## src/rtl/prio_pkg.sv

```systemverilog
package prio_pkg;

    localparam int NMI_N    = 6;
    localparam int MSK_N    = 15;
    localparam int SEL_W    = 4;
    localparam int IDX_W    = 5;
    localparam int POS_W    = 4;
    localparam logic [SEL_W-1:0] SEL_RST  = 4'b0110;
    localparam logic [SEL_W-1:0] SEL_NONE = 4'd5;

    typedef struct packed {
        logic             hit;
        logic [POS_W-1:0] pos;
    } pick_t;

    typedef struct packed {
        logic             vld;
        logic [IDX_W-1:0] idx;
    } grant_t;

    // Decode a promotion value into the maskable bit it lifts.
    function automatic pick_t promo_map(input logic [SEL_W-1:0] sel);
        pick_t r;
        r.hit = 1'b1;
        r.pos = '0;
        if (sel == SEL_NONE) begin
            r.hit = 1'b0;
        end else if (sel > SEL_NONE) begin
            r.pos = POS_W'(sel - SEL_W'(6));
        end else begin
            r.pos = POS_W'(sel + SEL_W'(10));
        end
        return r;
    endfunction

endpackage

```

## src/rtl/prio_fixed_pick.sv

```systemverilog
module prio_fixed_pick
    import prio_pkg::*;
#(
    parameter int N = 6
) (
    input  logic [N-1:0] req,
    output pick_t        pick
);

    always_comb begin
        pick = '0;
        for (int i = N - 1; i >= 0; i--) begin
            if (req[i]) begin
                pick.hit = 1'b1;
                pick.pos = POS_W'(i);
            end
        end
    end

endmodule

```

## src/rtl/prio_promo_pick.sv

```systemverilog
module prio_promo_pick
    import prio_pkg::*;
#(
    parameter int N = 15
) (
    input  logic [N-1:0]     req,
    input  logic             imask,
    input  logic [SEL_W-1:0] sel,
    output pick_t            pick
);

    logic [N-1:0] live;
    pick_t        dflt;
    pick_t        lift;

    assign live = imask ? '0 : req;
    assign lift = promo_map(sel);

    prio_fixed_pick #(.N(N)) i_dflt (
        .req  (live),
        .pick (dflt)
    );

    always_comb begin
        pick = dflt;
        if (lift.hit && (int'(lift.pos) < N) && live[lift.pos]) begin
            pick.hit = 1'b1;
            pick.pos = lift.pos;
        end
    end

endmodule

```

## src/rtl/prio_promo_reg.sv

```systemverilog
module prio_promo_reg
    import prio_pkg::*;
(
    input  logic             clk,
    input  logic             rst,
    input  logic             we,
    input  logic [SEL_W-1:0] wdata,
    output logic [SEL_W-1:0] sel
);

    always_ff @(posedge clk) begin
        if (rst) begin
            sel <= SEL_RST;
        end else if (we) begin
            sel <= wdata;
        end
    end

endmodule

```

## src/rtl/prio_resolver.sv

```systemverilog
module prio_resolver
    import prio_pkg::*;
(
    input  logic                 clk,
    input  logic                 rst,
    input  logic [NMI_N-1:0]     nmi_req,
    input  logic [MSK_N-1:0]     msk_req,
    input  logic                 imask,
    input  logic                 prom_we,
    input  logic [SEL_W-1:0]     prom_wdata,
    output logic                 grant_vld,
    output logic [IDX_W-1:0]     grant_idx
);

    logic [SEL_W-1:0] sel;
    pick_t            nmi_pick;
    pick_t            msk_pick;
    grant_t           nxt;
    grant_t           cur;

    prio_promo_reg i_sel (
        .clk   (clk),
        .rst   (rst),
        .we    (prom_we),
        .wdata (prom_wdata),
        .sel   (sel)
    );

    prio_fixed_pick #(.N(NMI_N)) i_nmi (
        .req  (nmi_req),
        .pick (nmi_pick)
    );

    prio_promo_pick #(.N(MSK_N)) i_msk (
        .req   (msk_req),
        .imask (imask),
        .sel   (sel),
        .pick  (msk_pick)
    );

    always_comb begin
        nxt = '0;
        if (nmi_pick.hit) begin
            nxt.vld = 1'b1;
            nxt.idx = IDX_W'(nmi_pick.pos);
        end else if (msk_pick.hit) begin
            nxt.vld = 1'b1;
            nxt.idx = IDX_W'(NMI_N) + IDX_W'(msk_pick.pos);
        end
    end

    always_ff @(posedge clk) begin
        if (rst) begin
            cur <= '0;
        end else begin
            cur <= nxt;
        end
    end

    assign grant_vld = cur.vld;
    assign grant_idx = cur.idx;

endmodule

```

## config.mk

```make
export PLATFORM = sky130hd
export DESIGN_NAME = prio_resolver
export DESIGN_NICKNAME = d
export VERILOG_FILES = /design/src/rtl/prio_pkg.sv /design/src/rtl/prio_fixed_pick.sv /design/src/rtl/prio_promo_pick.sv /design/src/rtl/prio_promo_reg.sv /design/src/rtl/prio_resolver.sv
export SDC_FILE = /design/constraint.sdc
export NUM_CORES = 1
export LEC_CHECK = 0
export ABC_CLOCK_PERIOD_IN_PS = 4600
export CELL_PAD_IN_SITES_DETAIL_PLACEMENT = 1
export CELL_PAD_IN_SITES_GLOBAL_PLACEMENT = 1
export CORE_ASPECT_RATIO = 1.25
export CORE_MARGIN = 3
export CORE_UTILIZATION = 35
export CTS_BUF_LIST = sky130_fd_sc_hd__clkbuf_4 sky130_fd_sc_hd__clkbuf_8
export DETAILED_ROUTE_END_ITERATION = 10
export PLACE_DENSITY = 0.85
export SETUP_SLACK_MARGIN = 0.15
export SKIP_LAST_GASP = 1
export SYNTH_ARGS = -nofsm -noshare
export SYNTH_HDL_FRONTEND = slang
export SYNTH_SLANG_ARGS = --single-unit
```

## constraint.sdc

```tcl
create_clock -name clk -period 4.6 [get_ports clk]
set_input_delay 1.15 -clock clk [delete_from_list [all_inputs] [get_ports clk]]
set_output_delay 1.15 -clock clk [all_outputs]
set_load 0.005 [all_outputs]
```

==> impl_metrics.ini <==
[pwr]
total_power_mw = 0.280
power_density_nw_per_um2 = 208
power.leakage_nw = 0.498
ir_drop_mv = 0.169

[placement]
place_ws_ps = 831
place_inst = 187
gp_congestion = 0.794
post-dp-hpwl_mm = 2.54
place_area_um2 = 1310
port_buffers = 34

[routing]
drtIter0Drc = 8
ant_nets = 0
wire_per_inst_um = 16.0
drc_errors = 0
dr.pass1.iters = 4
wl_mm = 3.05
vias_per_cell = 5.66
vias = 1081

[cells_and_area]
fill_cells = 327
post-route-util_pct = 52.8
final_nets = 190
antennaDiodeCount = 0
layout_common_cells = clkdlybuf4s50_1, nor2_1, dfxtp_1
layout_commonest_cell = clkdlybuf4s50_1
area_growth_pct = 38.3
drive_gt1_share_pct = 8.23
final_cell_count_no_fill = 191
multi_input_area_um2 = 707
regArea_um2 = 200
fin_area_um2 = 1350

[clock_tree]
cts_resized = 0
htree_levels = 1
cts_tree = yes
cts_sinks = 10
clk_pin_slew_ps = 70
cts_buffer_depth = 2
cts_hold_buf = 0
clock_latency_ps = 270
root_buffer = clkbuf_4
numCtsBuffers = 3
post_cts_buffers = 0

[grt]
grt_pass1_wl_mm = 5.09
grt_pass1_vias = 1128
track_usage_pct = 19.6
overflow = 0
antenna_found_initial = 0
grt_max_degree = 15

[sta]
relSlewSlack_pct = 67.0
hold_viol = 0
setup_viol = 0
timing.hold.ws_ps = 629
fin_crit_sh_pct = 76.4
fin_tns_setup_ps = 0
setup_slack_ps = 1090
max_freq_mhz = 285
min_period_ps = 3510
rsz0062_at_grt = false
drv_slew = 0
tightestPinTransition_ps = 495
clock_skew_ps = 3.95

[setup_path]
start_kind = input pin
critPathArrivalTime_ps = 3670
cp.required_ps = 4760
critPathCaptureType = register
cp_max_fo = 13
crit_type = in2reg

[logic_synthesis]
ys.warnings.count = 0
ys_types = 45
synth.cell_area_um2 = 975
async_flop_share_pct = 0
syn_nets = 158
synth_top_area_share_pct = 20.5
synth_area_leaders = dfxtp_1, mux2i_1, nor2_1, nor2b_1, nor3_1
synthCells = 127
synth-seq-cells = 10
synth_largest_area_cell = dfxtp_1
ys.flop_type = dfxtp_1
syn_avg_cell_area_um2 = 7.67
synth_edf_count = 0
ys_seq_area_share_pct = 20.5

[flow_run]
drv_cap = 0

[floorplanning]
fp.dieW_um = 53.2
ios = 35
num_rows = 20
dieHeight_um = 65
core_um2 = 2550
dieArea_um2 = 3460
start_util_pct = 38.2

[run_status]
status = finished clean

[worst_hold_path]
worstHoldPathType = reg2reg
[routing by layer]
layer | wire length, um | part of all wire (%) | vias to the layer above | track usage (%)
li1 | - | - | 536 | -
met4 | 60 | 2.0 | 0 | 5.11
met1 | 1330 | 43 | 508 | 23.5
met3 | 105 | 3.4 | 8 | 4.37
met5 | 0 | 0 | - | 0
met2 | 1560 | 51 | 29 | 33.9
[registers in the layout, indices dropped and copies added (netlist names)]
signal,flops
grant_idx,5
i_sel.sel,4
grant_vld,1
[path summary, 6_finish.rpt]
kind	startpoint	to	slack, ps	cells after the start
max reg2reg	i_sel.sel[1]	grant_idx[2]	1490	9
min	i_sel.sel[3]	i_sel.sel[3]	630	2
min reg2reg	i_sel.sel[3]	i_sel.sel[3]	630	2
max	imask	grant_idx[2]	1090	9
[kinds of logic after synthesis]
family | share of synthesized area, %
compound gates | 29.0
xor+xnor | 0.899
fa+ha+maj | 2.57
buf+inv | 6.93
flops | 20.5
mux | 10.9
simple gates | 29.1
[worst max-delay path: stages]
cell	delay, ps
clkdlybuf4s50_1	600
or3b_1	440
o22ai_1	180
a221oi_2	70
o211ai_2	270
mux2_4	340
ha_1	280
nor2b_1	50
o311a_1	290
[area by class of cell]
| type | instances | share of cell area (%) |
|---|---|---|
| inverters | 6 | 1.67 |
| repair buffers | 34 | 25.3 |
| flip-flops and latches | 10 | 14.9 |
| clock buffers | 4 | 2.69 |
| well taps | 33 | 3.06 |
| multi-input cells | 104 | 52.5 |
[where the power goes]
part	internal, mW	leakage, nW	switching, mW
Clock	0.0481	0.0210	0.0327
Sequential	0.0902	0.0822	0.00690
Combinational	0.0547	0.395	0.0473
Total	0.193	0.498	0.0868
[cells in the mapped netlist, types with 3 or more instances]
cell and n:
dfxtp_1 10, o21ai_0 3, mux2i_1 8, o22ai_1 3, buf_2 3, nand2_1 8
nor2b_1 5, o211ai_1 4, inv_1 6, nor2_1 19, a21oi_1 5, nor3_1 6
No activity file was read; power rests on OpenSTA's default activity.
